==> config.mk <==
export PLATFORM = sky130hd
export DESIGN_NAME = codec_cw_sched
export DESIGN_NICKNAME = d
export VERILOG_FILES = /design/src/rtl/codec_cw_pkg.sv /design/src/rtl/cw_init_rom.sv /design/src/rtl/cw_fifo.sv /design/src/rtl/adc_tag.sv /design/src/rtl/codec_cw_sched.sv
export SDC_FILE = /design/constraint.sdc
export NUM_CORES = 1
export LEC_CHECK = 0
export BUFFER_PORTS_ARGS = -buffer_cell sky130_fd_sc_hd__buf_2
export CAP_MARGIN = 20
export CORE_MARGIN = 3
export CORE_UTILIZATION = 53
export CTS_BUF_LIST = sky130_fd_sc_hd__clkbuf_8
export DETAILED_ROUTE_END_ITERATION = 10
export PLACE_DENSITY = 0.86
export SLEW_MARGIN = 20
export SYNTH_ARGS = -nofsm -noshare
export SYNTH_HDL_FRONTEND = slang
export SYNTH_SLANG_ARGS = --single-unit
==> constraint.sdc <==
create_clock -name clk -period 2.65 [get_ports clk]
set_input_delay 0.265 -clock clk [delete_from_list [all_inputs] [get_ports clk]]
set_output_delay 0.265 -clock clk [all_outputs]
set_load 0.01 [all_outputs]
==> src/rtl/codec_cw_pkg.sv <==
package codec_cw_pkg;

  localparam int CW_W = 16;

  typedef enum logic [2:0] {
    SQ_IDLE,
    SQ_INIT,
    SQ_CTL,
    SQ_DAC,
    SQ_LOCK
  } seq_state_e;

  // Table entry idx: pairs of writes to the same address, section 1 first.
  function automatic logic [CW_W-1:0] init_word(input int idx);
    logic       sec;
    logic [2:0] adr;
    sec = (idx % 2) == 0;
    adr = 3'(((idx / 2) + 1) % 8);
    return {1'b1, 3'b000, sec, adr, 3'b000, sec, 1'b0, adr};
  endfunction

endpackage

==> src/rtl/cw_init_rom.sv <==
module cw_init_rom
  import codec_cw_pkg::*;
#(
  parameter int LEN = 16,
  localparam int PW = $clog2(LEN)
) (
  input  logic [PW-1:0]   idx,
  output logic [CW_W-1:0] word
);

  logic [CW_W-1:0] tbl [LEN];

  for (genvar g = 0; g < LEN; g++) begin : g_ent
    assign tbl[g] = init_word(g);
  end

  assign word = tbl[idx];

endmodule

==> src/rtl/cw_fifo.sv <==
module cw_fifo #(
  parameter int W = 16,
  parameter int DEPTH = 4,
  localparam int AW = (DEPTH > 1) ? $clog2(DEPTH) : 1,
  localparam int CW = $clog2(DEPTH + 1)
) (
  input  logic         clk,
  input  logic         rst_n,
  input  logic         push,
  input  logic [W-1:0] din,
  input  logic         pop,
  output logic [W-1:0] dout,
  output logic [CW-1:0] count,
  output logic         full,
  output logic         empty
);

  logic [W-1:0]  mem [DEPTH];
  logic [AW-1:0] wr_p, rd_p;

  function automatic logic [AW-1:0] bump(input logic [AW-1:0] p);
    return (p == AW'(DEPTH - 1)) ? '0 : p + AW'(1);
  endfunction

  assign full  = count == CW'(DEPTH);
  assign empty = count == '0;
  assign dout  = mem[rd_p];

  always_ff @(posedge clk) begin
    if (push) mem[wr_p] <= din;
  end

  always_ff @(posedge clk) begin
    if (!rst_n) begin
      wr_p  <= '0;
      rd_p  <= '0;
      count <= '0;
    end else begin
      if (push) wr_p <= bump(wr_p);
      if (pop)  rd_p <= bump(rd_p);
      case ({push, pop})
        2'b10:   count <= count + CW'(1);
        2'b01:   count <= count - CW'(1);
        default: count <= count;
      endcase
    end
  end

endmodule

==> src/rtl/adc_tag.sv <==
module adc_tag #(
  parameter int W = 16,
  parameter int N_CH = 2,
  localparam int CHW = (N_CH > 1) ? $clog2(N_CH) : 1
) (
  input  logic            clk,
  input  logic            rst_n,
  input  logic            period_stb,
  input  logic            init_done,
  input  logic [N_CH-1:0] pd,
  input  logic            rx_valid,
  input  logic [W-1:0]    rx_data,
  output logic            rx_ready,
  output logic            adc_valid,
  output logic [W-1:0]    adc_data,
  output logic [CHW-1:0]  adc_ch,
  output logic            adc_ok,
  input  logic            adc_ready
);

  logic [CHW-1:0] ch;

  assign rx_ready  = adc_ready;
  assign adc_valid = rx_valid;
  assign adc_data  = rx_data;
  assign adc_ch    = ch;
  assign adc_ok    = init_done && !pd[ch];

  always_ff @(posedge clk) begin
    if (!rst_n || period_stb) begin
      ch <= '0;
    end else if (rx_valid && adc_ready) begin
      ch <= (ch == CHW'(N_CH - 1)) ? '0 : ch + CHW'(1);
    end
  end

endmodule

==> src/rtl/codec_cw_sched.sv <==
module codec_cw_sched
  import codec_cw_pkg::*;
#(
  parameter int INIT_LEN    = 16,
  parameter int Q_DEPTH     = 4,
  parameter bit INIT_LOCKED = 1'b1,
  parameter int N_CH        = 2
) (
  input  logic            clk,
  input  logic            rst_n,
  input  logic            period_stb,
  input  logic            cfg_lock,
  input  logic            cfg_mixed,
  input  logic [CW_W-1:0] dac0_word,
  input  logic [CW_W-1:0] dac1_word,
  input  logic [N_CH-1:0] adc_pd,
  input  logic            cw_valid,
  input  logic [CW_W-1:0] cw_data,
  output logic            cw_ready,
  input  logic            ovf_clr,
  output logic            cw_overflow,
  output logic            tx_valid,
  output logic [CW_W-1:0] tx_data,
  input  logic            tx_ready,
  input  logic            rx_valid,
  input  logic [CW_W-1:0] rx_data,
  output logic            rx_ready,
  output logic            adc_valid,
  output logic [CW_W-1:0] adc_data,
  output logic            adc_ch,
  output logic            adc_ok,
  input  logic            adc_ready,
  output logic            init_done,
  output logic            init_done_pulse,
  output logic            sample_repeat
);

  localparam int PW    = $clog2(INIT_LEN);
  localparam int QCW   = $clog2(Q_DEPTH + 1);
  localparam int MAXV  = (INIT_LEN > Q_DEPTH) ? INIT_LEN : Q_DEPTH;
  localparam int LW    = $clog2(MAXV + 1);
  localparam int BURST = INIT_LOCKED ? N_CH : INIT_LEN;
  localparam logic [PW-1:0] LAST_IDX = PW'(INIT_LEN - 1);

  seq_state_e      st, nx_st;
  logic [PW-1:0]   ptr, nx_ptr;
  logic [LW-1:0]   left, nx_left;
  logic            slot, nx_slot;
  logic [CW_W-1:0] d0, d1, dac_sel;
  logic            txv;
  logic [CW_W-1:0] txd;
  logic            done_q, done_p, srep, ovf;
  logic            mode_lock, mode_mixed;

  logic            busy, can_load, stb_ok;
  logic            ld, q_pop, srep_set, fin;
  logic [CW_W-1:0] ld_word;

  logic [CW_W-1:0] rom_word;
  logic [CW_W-1:0] q_head;
  logic [QCW-1:0]  q_count;
  logic            q_full, q_empty, q_push;

  cw_init_rom #(.LEN(INIT_LEN)) u_rom (
    .idx  (ptr),
    .word (rom_word)
  );

  assign q_push   = cw_valid && !q_full;
  assign cw_ready = !q_full;

  cw_fifo #(.W(CW_W), .DEPTH(Q_DEPTH)) u_q (
    .clk   (clk),
    .rst_n (rst_n),
    .push  (q_push),
    .din   (cw_data),
    .pop   (q_pop),
    .dout  (q_head),
    .count (q_count),
    .full  (q_full),
    .empty (q_empty)
  );

  adc_tag #(.W(CW_W), .N_CH(N_CH)) u_adc (
    .clk        (clk),
    .rst_n      (rst_n),
    .period_stb (period_stb),
    .init_done  (done_q),
    .pd         (adc_pd),
    .rx_valid   (rx_valid),
    .rx_data    (rx_data),
    .rx_ready   (rx_ready),
    .adc_valid  (adc_valid),
    .adc_data   (adc_data),
    .adc_ch     (adc_ch),
    .adc_ok     (adc_ok),
    .adc_ready  (adc_ready)
  );

  assign busy     = (st != SQ_IDLE) || txv;
  assign can_load = !txv || tx_ready;
  assign stb_ok   = period_stb && !busy;
  assign dac_sel  = slot ? d1 : d0;

  always_comb begin
    nx_st    = st;
    nx_ptr   = ptr;
    nx_left  = left;
    nx_slot  = slot;
    ld       = 1'b0;
    ld_word  = '0;
    q_pop    = 1'b0;
    srep_set = 1'b0;
    fin      = 1'b0;
    unique case (st)
      SQ_IDLE: begin
        if (stb_ok) begin
          nx_slot = 1'b0;
          if (!done_q) begin
            nx_st   = SQ_INIT;
            nx_left = LW'(BURST);
          end else if (!mode_mixed) begin
            nx_st = SQ_DAC;
          end else if (mode_lock) begin
            nx_st = SQ_LOCK;
          end else if (q_empty) begin
            nx_st = SQ_DAC;
          end else begin
            nx_st   = SQ_CTL;
            nx_left = LW'(q_count);
          end
        end
      end
      SQ_INIT: begin
        if (can_load) begin
          ld      = 1'b1;
          ld_word = rom_word;
          nx_ptr  = (ptr == LAST_IDX) ? '0 : ptr + PW'(1);
          nx_left = left - LW'(1);
          if (ptr == LAST_IDX) begin
            fin   = 1'b1;
            nx_st = SQ_IDLE;
          end else if (left == LW'(1)) begin
            nx_st = SQ_IDLE;
          end
        end
      end
      SQ_CTL: begin
        if (can_load) begin
          ld      = 1'b1;
          ld_word = q_head;
          q_pop   = 1'b1;
          nx_left = left - LW'(1);
          if (left == LW'(1)) begin
            nx_st   = SQ_DAC;
            nx_slot = 1'b0;
          end
        end
      end
      SQ_DAC: begin
        if (can_load) begin
          ld      = 1'b1;
          ld_word = dac_sel;
          nx_slot = 1'b1;
          if (slot) nx_st = SQ_IDLE;
        end
      end
      SQ_LOCK: begin
        if (can_load) begin
          ld      = 1'b1;
          nx_slot = 1'b1;
          if (!q_empty) begin
            ld_word  = q_head;
            q_pop    = 1'b1;
            srep_set = 1'b1;
          end else begin
            ld_word = dac_sel;
          end
          if (slot) nx_st = SQ_IDLE;
        end
      end
      default: nx_st = SQ_IDLE;
    endcase
  end

  always_ff @(posedge clk) begin
    if (!rst_n) begin
      st         <= SQ_IDLE;
      ptr        <= '0;
      left       <= '0;
      slot       <= 1'b0;
      d0         <= '0;
      d1         <= '0;
      txv        <= 1'b0;
      txd        <= '0;
      done_q     <= 1'b0;
      done_p     <= 1'b0;
      srep       <= 1'b0;
      ovf        <= 1'b0;
      mode_lock  <= INIT_LOCKED;
      mode_mixed <= 1'b0;
    end else begin
      st     <= nx_st;
      ptr    <= nx_ptr;
      left   <= nx_left;
      slot   <= nx_slot;
      done_p <= fin;
      if (fin) done_q <= 1'b1;
      if (stb_ok) begin
        d0 <= dac0_word;
        d1 <= dac1_word;
      end
      if (can_load) txv <= ld;
      if (ld) txd <= ld_word;
      if (srep_set)    srep <= 1'b1;
      else if (stb_ok) srep <= 1'b0;
      if (cw_valid && q_full) ovf <= 1'b1;
      else if (ovf_clr)       ovf <= 1'b0;
      if (done_q && !busy) begin
        mode_lock  <= cfg_lock;
        mode_mixed <= cfg_mixed;
      end
    end
  end

  assign tx_valid        = txv;
  assign tx_data         = txd;
  assign init_done       = done_q;
  assign init_done_pulse = done_p;
  assign sample_repeat   = srep;
  assign cw_overflow     = ovf;

endmodule

==> results.md <==
* Hold path cells at 1
* Post-CTS setup buffers at 0
* Share of cells above drive strength 1 at 24.9%
* Reg clk slew, reported paths at ~0.080 ns
* Commonest cells after routing, fill and taps aside: nand2_1 (99), buf_2 (85), dfxtp_1 (78)
* Die area at 12900 sq um
* Power per cell area at 701 nW/um^2
* Synthesized instance count at 552
* Yosys warnings at 0
* Vias at 4366
* Peak Freq at 441 MHz
* CP endpoint kind: flop
* Relative slew margins at 46.5%
* Post-CTS Resized at 0
* Vias in the first global route at 4386
* Sum Neg Setup Slack at 0 ns
* Worst Path Required at 3.02 ns
* Final Cycle Share at 85.5%
* Setup CP Type: reg2reg
* Startpoint types: flop
* Final setup fails at 0
* Worst-path maximum fanout at 7
* Die H at roughly 110 um
* Sinks on Clock Net at 142
* Row count at 38
* Routed WL per cell at 17.3 um
* Hold WC Path Type: in2reg
* Number of antenna repair diodes at 0
* TritonCTS Buffers at 17
* Fin util at 62.3%
* Initial Util at 55.3%
* Worst hold slack at 0.0314 ns
* First-pass GRT wire length at 21700 um
* Pleak at 0.00258 uW
* Tmin final at 2.27 ns
* Syn_nets at 640
* Worst Skew at ~0.0083 ns
* Reg2Reg Depth at 9
* Peak VDD IR at about 450 uV
* Max_cap viols at 0
* TritonCTS clock tree: done
* Core ar. at 11100 sq um
* Cts hold-fix bufs at 0
* Most common cell after layout, fill and taps aside: nand2_1
* Fin. Hold Viols at 0
* Routed Antenna Nets at 0
* Register area share after synthesis at 56.9%
* Slew Limit Fails at 0
* Clock latency on the worst-skew pair at 0.44 ns
* Root Buffer: clkbuf_8
* RSZ-0062 raised after global routing: no
* Slew @ Worst Pin at 0.803 ns
* Vias per cell at ~5.6
* Area Overhead vs Synth at 12.7%
* Total GRT Usage at 21.4%
* Port-buffer cells at 85
* Boundary Pins at 118
* Drt total wl at 13400 um
* CTS Buffer Depth at 2
* Initial antenna violation count at 0
* Gpl congestion at 0.921
* Die width at 114 um
* Nets at 710
* Syn Area/Cell at 11.1 sq um
* H-tree levels at 4
* Worst Path Arrival at between 2 and 3 ns
* Netlist Area Pre-Place at slightly above 6000 sq um
* Initial DRT Pass Iterations at 5
* # DRC at 0
* Outcome: complete, no violations
* Post-DP HPWL at 9260 um
* Post-synthesis register bit count at 142
* Synth cell types at 56
* Total grt overflow at 0
* 1st-iter DRT viols at 460
* Largest net degree at the start of global routing at 62
per-stage QoR:
step | instance area (sq um) | power (uW) | instances | setup slack (ns)
final | 6910 | 4840 | 775 | 0.384
after global placement | 6550 | 3260 | 743 | 0.551
after detailed placement | 6550 | 3310 | 743 | 0.441
after CTS | 6910 | 4860 | 775 | 0.418
after floorplan | 6130 | 3110 | 552 | 0.231
after global routing | 6910 | 5070 | 775 | 0.257
cells in the mapped netlist (all sizes together):
cell type  number  area share [%]
nand2b          5            0.51
mux2            1            0.18
and2            2            0.25
a41o            1            0.16
nor3            8            0.74
or2             1            0.10
xnor2           1            0.14
o21ai          26             2.1
a31oi           4            0.41
a222oi          4            0.65
nor2           41             2.6
o21a            2            0.25
a22oi           2            0.25
a32oi           3            0.43
o21bai          1            0.12
mux4           16             5.9
inv             9            0.55
buf            35             4.0
ha             11             2.2
or4b            2            0.39
mux2i          23             3.8
o22ai           2            0.20
o211ai          2            0.47
nand3b          1            0.12
dfxtp          78              25
clkbuf         12            0.74
nand3           6            0.49
xor2            5            0.71
a21oi          55             4.5
o211a           1            0.16
nand2          99             6.1
nor4b           1            0.14
nor3b           4            0.57
and3            5            0.51
a211oi          3            0.57
a21boi          2            0.31
nor4            2            0.31
nor2b           5            0.63
fa              1            0.33
or3b            1            0.14
or3             5            0.51
edfxtp         64              31
per-layer routing:
metal  track usage (%)  part of all wire [%]  vias to the layer above
met3              5.52                   7.2                       31
met2              35.4                    49                      202
met1              27.3                    42                     2049
met5                 0                     0                        -
li1                  -                     -                     2084
met4              7.85                   2.3                        0
path summary, 6_finish.rpt:
path | from | endpoint | slack, ns
worst min register to register | d0[6] | d0[6] | 0.46
worst max register to register | u_q.count[2] | u_q.count[2] | 0.38
worst min-delay path | cw_data[12] | u_q.mem[1][12] | 0.03
worst max-delay path | u_q.count[2] | u_q.count[2] | 0.38
cells by family (layout without fill, tap and decap cells):
family                     count (synthesis)  in the layout  synth area share, %
buffers and inverters                     56            139                 5.25
AOI/OAI and AO/OA                        108            108                 10.6
DFF                                      142            142                 56.9
adders and majority gates                 12             12                 2.57
muxes                                     40             40                 9.82
and+or+nand+nor                          188            188                 14.0
xor gates and xnor gates                   6              6                0.858
power breakdown:
group	switching [uW]	internal (uW)	total [uW]	leakage (uW)
combinational	441	282	723	0.00118
clock	887	673	1560	0.000171
sequential	115	2440	2550	0.00122
cell type report:
type	count	area [sq um]
clock buffer	17	234
inverter	9	33.8
fill	852	4170
sequential	142	3480
clock inverter	15	126
tap	140	175
multi-input combinational	354	2330
timing repair buffer	98	523
state kept, by name, indices dropped and copies added, names as in the netlist, 2 cells and up, named ones only:
| name | cells |
|---|---|
| d1 | 16 |
| u_q.rd_p | 2 |
| ptr | 4 |
| u_q.count | 3 |
| d0 | 16 |
| u_q.wr_p | 2 |
| u_q.mem | 64 |
| tx_data | 16 |
| left | 5 |
| st | 3 |
worst max-delay path, stage by stage, from the launching register on:
cell     delay, ns
dfxtp_1       0.45
or3_1         0.19
a21oi_1       0.10
nor3_2        0.16
ha_1          0.22
inv_1         0.06
fa_1          0.38
xor2_1        0.16
or3_1         0.32
a21oi_1       0.15
Note: power is estimated with default switching activity, not from simulation.
